### src/rtl/csum_frame_pkg.sv
package csum_frame_pkg;

    localparam int unsigned DEF_DATA_W    = 8;
    localparam int unsigned DEF_PAYLOAD_N = 5;
    localparam logic [7:0]  DEF_SEED      = 8'h5A;

    typedef enum logic {
        PH_IDLE = 1'b0,
        PH_SEND = 1'b1
    } phase_e;

endpackage

### src/rtl/csum_fold.sv
module csum_fold #(
    parameter int unsigned          DATA_W    = 8,
    parameter int unsigned          PAYLOAD_N = 5,
    parameter logic [DATA_W-1:0]    SEED      = 8'h5A
) (
    input  logic [PAYLOAD_N-1:0][DATA_W-1:0] pay,
    output logic [DATA_W-1:0]                sum
);

    logic [DATA_W-1:0] stage [PAYLOAD_N+1];

    assign stage[0] = SEED;

    for (genvar g = 0; g < PAYLOAD_N; g++) begin : g_fold
        assign stage[g+1] = stage[g] ^ pay[g];
    end

    assign sum = stage[PAYLOAD_N];

endmodule

### src/rtl/frame_byte_sel.sv
module frame_byte_sel #(
    parameter int unsigned DATA_W    = 8,
    parameter int unsigned PAYLOAD_N = 5,
    localparam int unsigned FRAME_N  = PAYLOAD_N + 1,
    localparam int unsigned IDX_W    = $clog2(FRAME_N + 1)
) (
    input  logic [PAYLOAD_N-1:0][DATA_W-1:0] pay,
    input  logic [DATA_W-1:0]                csum,
    input  logic [IDX_W-1:0]                 idx,
    output logic [DATA_W-1:0]                byte_out
);

    logic [DATA_W-1:0] slot [FRAME_N];

    for (genvar g = 0; g < FRAME_N; g++) begin : g_slot
        if (g < PAYLOAD_N) begin : g_pay
            assign slot[g] = pay[g];
        end else begin : g_sum
            assign slot[g] = csum;
        end
    end

    always_comb begin
        byte_out = '0;
        for (int i = 0; i < FRAME_N; i++) begin
            if (idx == IDX_W'(i)) begin
                byte_out = slot[i];
            end
        end
    end

endmodule

### src/rtl/csum_frame_tx.sv
module csum_frame_tx
    import csum_frame_pkg::*;
#(
    parameter int unsigned       DATA_W    = DEF_DATA_W,
    parameter int unsigned       PAYLOAD_N = DEF_PAYLOAD_N,
    parameter logic [DATA_W-1:0] SEED      = DATA_W'(DEF_SEED)
) (
    input  logic                        clk,
    input  logic                        rst_n,
    input  logic                        start,
    input  logic [PAYLOAD_N*DATA_W-1:0] payload,
    input  logic                        uart_ready,
    output logic                        tx_valid,
    output logic [DATA_W-1:0]           tx_data,
    output logic                        busy,
    output logic                        done
);

    localparam int unsigned      FRAME_N = PAYLOAD_N + 1;
    localparam int unsigned      IDX_W   = $clog2(FRAME_N + 1);
    localparam logic [IDX_W-1:0] END_IDX = IDX_W'(FRAME_N);

    typedef struct packed {
        phase_e                          phase;
        logic [IDX_W-1:0]                idx;
        logic [DATA_W-1:0]               csum;
        logic [PAYLOAD_N-1:0][DATA_W-1:0] pay;
        logic                            done;
    } state_t;

    state_t state_d, state_q;

    logic [PAYLOAD_N-1:0][DATA_W-1:0] pay_in;
    logic [DATA_W-1:0]                csum_new;
    logic [DATA_W-1:0]                cur_byte;
    logic                             fire;
    logic [IDX_W-1:0]                 idx_inc;

    assign pay_in = payload;

    csum_fold #(
        .DATA_W    (DATA_W),
        .PAYLOAD_N (PAYLOAD_N),
        .SEED      (SEED)
    ) i_fold (
        .pay (pay_in),
        .sum (csum_new)
    );

    frame_byte_sel #(
        .DATA_W    (DATA_W),
        .PAYLOAD_N (PAYLOAD_N)
    ) i_sel (
        .pay      (state_q.pay),
        .csum     (state_q.csum),
        .idx      (state_q.idx),
        .byte_out (cur_byte)
    );

    assign tx_valid = (state_q.phase == PH_SEND) && (state_q.idx < END_IDX);
    assign tx_data  = cur_byte;
    assign busy     = (state_q.phase == PH_SEND);
    assign done     = state_q.done;
    assign fire     = tx_valid && uart_ready;
    assign idx_inc  = state_q.idx + IDX_W'(1);

    always_comb begin
        state_d      = state_q;
        state_d.done = 1'b0;
        unique case (state_q.phase)
            PH_IDLE: begin
                if (start) begin
                    state_d.phase = PH_SEND;
                    state_d.idx   = '0;
                    state_d.pay   = pay_in;
                    state_d.csum  = csum_new;
                end
            end
            PH_SEND: begin
                if (fire) begin
                    state_d.idx = idx_inc;
                    if (idx_inc == END_IDX) begin
                        state_d.phase = PH_IDLE;
                        state_d.done  = 1'b1;
                    end
                end
            end
            default: state_d.phase = PH_IDLE;
        endcase
    end

    always_ff @(posedge clk or negedge rst_n) begin
        if (!rst_n) begin
            state_q <= '0;
        end else begin
            state_q <= state_d;
        end
    end

endmodule

### config.mk
export PLATFORM = sky130hd
export DESIGN_NAME = csum_frame_tx
export DESIGN_NICKNAME = d
export VERILOG_FILES = /design/src/rtl/csum_frame_pkg.sv /design/src/rtl/csum_fold.sv /design/src/rtl/frame_byte_sel.sv /design/src/rtl/csum_frame_tx.sv
export SDC_FILE = /design/constraint.sdc
export NUM_CORES = 1
export LEC_CHECK = 0
export ABC_AREA = 1
export BUFFER_PORTS_ARGS = -buffer_cell sky130_fd_sc_hd__buf_2
export CAP_MARGIN = 5
export CORE_MARGIN = 4
export CORE_UTILIZATION = 45
export DETAILED_ROUTE_END_ITERATION = 10
export PLACE_DENSITY = 0.7
export SKIP_CTS_REPAIR_TIMING = 1
export SYNTH_ARGS = -nofsm -noshare
export SYNTH_HDL_FRONTEND = slang
export SYNTH_SLANG_ARGS = --single-unit
### constraint.sdc
create_clock -name clk -period 3.9 [get_ports clk]
set_input_delay 0.585 -clock clk [delete_from_list [all_inputs] [get_ports clk]]
set_output_delay 0.585 -clock clk [all_outputs]
set_load 0.05 [all_outputs]
# Yosys cells after proc, flatten, opt, wreduce, memory -nomap -nowiden
# Cells that the tools add are included.
# W data, S select, Z words.
[totals]
ff_bits = 53
output_inout_bits = 11
[op_classes]
n_mux = 13
n_reduce_logical = 5
addsub = 1
eq_ne = 8
n_bitwise = 6
magnitude_cmp = 1
[ops]
columns = ["op", "n"]
rows = [
  ["$mux W52", 1],
  ["$mux W8", 6],
  ["$xor A8 B8 Y8", 4],
  ["$eq A3 B3 Y1 const B", 3],
  ["$pmux W4 S2", 1],
  ["$eq A3 B2 Y1 const B", 2],
  ["$mux W1", 4],
  ["$mux W4", 1],
  ["$not A4 Y4", 1],
  ["$reduce_and A2 Y1", 2],
  ["$add A3 B1 Y3 const B", 1],
  ["$eq A3 B1 Y1 const B", 1],
  ["$logic_not A3 Y1", 1],
  ["$lt A3 B3 Y1 const B", 1],
  ["$logic_and A1 B1 Y1", 2],
  ["$ne A2 B1 Y1 const B", 1],
  ["$ne A2 B2 Y1 const B", 1],
  ["$not A1 Y1", 1],
]

# Longest topological paths before layout
[logic_depth]
word_depth = 7
depth_mapped = 11
mapped_depth_nobuf = 10

# By module
# From an unflattened synthesis, not the netlist that was laid out.
[hier_totals]
hier_cells = 445
area_unflattened_um2 = 3153.0
[by_module_without_submodules]
columns = ["mod", "instances", "cells_per_inst", "seq_area_each_um2", "area_per_inst_um2"]
rows = [
  ["csum_frame_tx", 1, 243, 1326.3, 2203.4],
  ["csum_fold", 1, 112, 0.0, 530.5],
  ["frame_byte_sel", 1, 90, 0.0, 419.2],
]

# Worst setup path after synthesis
# No wires, ideal clock.
[synth_path]
path_kind = "reg2out"
from = "reg state_q, in the netlist busy"
to = "out tx_valid"
path_stages_with_launch = 3
n_path_buf = 0
setup_slack_ps = 1658
required_time_ps = 3315
arrival_time_ps = 1657
path_cell_list = "dfrtp_1 > inv_1 > a21oi_1"
[synth_between]
elab_chain_cells = 1
[synth_rtl]
columns = ["item", "line_no", "rtl"]
rows = [
  ["start, declared", "csum_frame_tx.sv:31", "state_t state_d, state_q;"],
  ["start signal, assigned", "csum_frame_tx.sv:96", "state_q <= state_d;"],
  ["$logic_and A1 B1 Y1", "csum_frame_tx.sv:60", "assign tx_valid = (state_q.phase == PH_SEND) && (state_q.idx < END_IDX);"],
  ["end, declared", "csum_frame_tx.sv:13", "output logic tx_valid,"],
]
# No other way between the ends.

# Final worst setup path
[layout_path]
from = "reg state_q[51] in the netlist's numbering"
to = "out tx_data[7]"
[layout_between]
elab_chain_cells = 7
elab_cells_between_ends = 12
[layout_rtl]
columns = ["item", "line_no", "rtl"]
rows = [
  ["$logic_not A3 Y1", "frame_byte_sel.sv:26", "if (idx == IDX_W'(i)) begin"],
  ["$mux W8 (5 in series)", "frame_byte_sel.sv:26", ""],
  ["$mux W8 *", "frame_byte_sel.sv:26", ""],
  ["end, declared", "csum_frame_tx.sv:14", "output logic [DATA_W-1:0] tx_data,"],
]
# Every way passes the cells marked *; elsewhere a longest branch is shown, timed or not.

==> flow_summary.yaml <==
routing:
  drt-vias-per-instance: 4.866
  firstDrtPassIters: 4
  drc: 0
  drt_iter0_drc: 112
  drtAntennaViolNets: 0
  vias: 2832
  post_drt_wl_per_cell_um: 12.55
  routed_wl_um: 7304
synth:
  synth_area_per_cell_um2: 6.700
  yosys.cell_types.count: 20
  synthCells: 457
  yosysTopAreaCellShare: 0.4332
  synth_seq_cells: 53
  synth_top_family_by_area: "simple AND/OR/NAND/NOR gates"
  synth_fp_nets: 506
  synth_xor_area_frac: 0.02289
  synth_mux_area_frac: 0
  yosysWarnings: 0
  synth_area_leaders: "dfrtp_1 (43%), nand2_1 (26%), inv_1 (7.7%)"
  synth_fa_ha_area_frac: 0.02043
  syn_area_mm2: 0.003062
  yosys.area.top_type: "dfrtp_1"
  ys_seq_area_frac: 0.4332
  yosys.area_share.simple: 0.3572
  synth_compound_area_frac: 0.06212
critical_path:
  crit_path_end_kind: "output port"
  reg2reg_depth: 4
  cp_max_fo: 11
  crit_path_top_delay_cell: "dfrtp_1"
  path_common_cell: "nand2_1"
  cp-start-kind: "register"
  worstPathCellList: "inv_1, ha_1, inv_1, o21ai_0, inv_1, nand2_1, nand2_1, nand2_1, nand2_1, buf_2"
  crit_type: "register to output port"
  critPathArrivalTime_ps: 2280
  crit_path_max_incr_delay_ps: 430
  worstPathRequired_ps: 3310
grt:
  grt_pass1_vias: 2607
  gr-total-overflow: 0
  track_usage: 0.1862
  grt_pass1_wl_um: 12480
  grt_max_degree: 74
  antenna_found_initial: 0
timing:
  whs_ps: 365.9
  worst_pin_slew_ps: 1043
  rsz0062_at_grt: "no"
  slew_viol_final: 0
  fmax_mhz: 349.6
  period_share: 0.7334
  setup_viol: 0
  final_hold_viol_count: 0
  post-route-min-period_ps: 2860
  maxSlewHeadroom: 0.3033
  setup_tns_ps: 0
  clock_skew_ps: 4.117
clocking:
  cts_root_buf: "clkbuf_8"
  cts_made_buffers: 5
  cts_htree_levels: 2
  cts_sinks: 53
  cts_tree: "built"
  clkTransAtPathRegs_ps: 90
  cts_max_path_buffers: 2
  clk-insertion-delay-late_ps: 300
floorplan:
  dieWidth_um: 90.49
  die_height_um: 90.49
  start_util: 0.4714
  dieArea_mm2: 0.008188
  num_rows: 29
  pin_count: 55
  core_mm2: 0.006495
pwr:
  irDropWorstVdd_mv: 0.4299
  power_w: 0.002622
  p_leak_nw: 2.078
  powerDensity_mw_per_mm2: 762.2
final_layout:
  post-route-util: 0.5298
  layout-drive-gt1-share: 0.1248
  area_delta_synth_final_pct: 12.38
  final_nets: 553
  diodes: 0
placement:
  port_buffers: 54
  dp_hpwl_um: 5412
  gp_routability_congestion: 0.9089
min_path:
  holdCritPathClass: "input pin to asynchronous set/reset pin"
job:
  maxCapViolations: 0
run_status:
  outcome: "finished clean"
[layout by cell type (no fill, tap or decap)]
cell,instances
ha_1,5
xnor2_1,3
a21oi_1,2
o21ai_1,2
nor2_1,19
nand3b_1,2
buf_4,1
clkbuf_1,3
nor2_4,1
clkbuf_8,5
nand2_1,209
nand2_2,1
buf_2,54
inv_1,63
o21ai_0,34
nand3_1,41
dfrtp_1,53
clkinv_1,1
xor2_1,5
inv_2,1
[kinds of logic (layout without fill, tap and decap cells)]
group           after synthesis  after routing
simple gates                273            273
compound gates               38             38
flops                        53             53
fa+ha+maj                     5              5
xor+xnor                      8              8
buf+inv                      80            128
[power by group]
group          switching [W]  internal (W)  leakage [nW]
Clock               0.000173      0.000128        0.0395
Sequential          0.000145      0.000787         0.668
Combinational        0.00100      0.000388          1.37
Total                0.00132       0.00130          2.08
[flip-flops by register name (all words and copies together) (netlist names)]
| name | flops |
|---|---|
| done | 1 |
| state_q | 51 |
| busy | 1 |
[per-layer routing]
layer / wire length [um] / global-route usage / part of all wire / up-vias
met5: 0 / 0 / 0 / -
met4: 80 / 0.04719 / 0.011 / 0
met3: 395 / 0.04583 / 0.054 / 8
met2: 3315 / 0.2934 / 0.45 / 62
met1: 3512 / 0.2565 / 0.48 / 1286
li1: - / - / - / 1476
[worst paths after layout]
kind                             start          end  slack [ps]
setup / recovery           state_q[51]   tx_data[7]        1040
hold / removal                   rst_n         busy         370
setup reg to reg                  busy  state_q[51]        1800
hold reg to reg             state_q[3]   state_q[3]         490
max in group asynchronous        rst_n  state_q[21]        2780
min in group clk            state_q[3]   state_q[3]         490
[worst max-delay path: cells and delay by family (launching register included)]
| kind | cells | cell delay, ps |
|---|---|---|
| buffers and inverters | 4 | 750 |
| DFF | 1 | 430 |
| adders and majority gates | 1 | 430 |
| and+or+nand+nor | 4 | 250 |
| AOI/OAI and AO/OA | 1 | 120 |
[area by class of cell]
| type | instances | area [um2] |
|---|---|---|
| Inverter | 65 | 244.0 |
| Timing Repair Buffer | 55 | 277.8 |
| Tap cell | 77 | 96.34 |
| Multi-Input combinational cell | 324 | 1416 |
| Sequential cell | 53 | 1326 |
| Clock buffer | 8 | 80.08 |
| Fill cell | 668 | 3054 |
[metrics by stage]
| stage | setup slack, ps | cell area (um2) | std cells |
|---|---|---|---|
| finish | 1040 | 3441 | 582 |
| global route | 818.9 | 3441 | 582 |
| CTS | 1038 | 3441 | 582 |
| detailed placement | 1387 | 3361 | 574 |
| global placement | 1467 | 3361 | 574 |
| floorplan | 1658 | 3062 | 457 |
[synthesized netlist by cell type]
cell type / number
clkinv_1: 1
nand2_2: 1
inv_2: 1
clkbuf_1: 7
o21ai_0: 34
o21ai_1: 2
nand3_1: 41
buf_6: 1
xor2_1: 5
buf_4: 1
dfrtp_1: 53
buf_2: 6
nor2_4: 1
inv_1: 63
a21oi_1: 2
nand2_1: 209
nand3b_1: 2
xnor2_1: 3
ha_1: 5
nor2_1: 19
(Power assumes the default switching activity.)
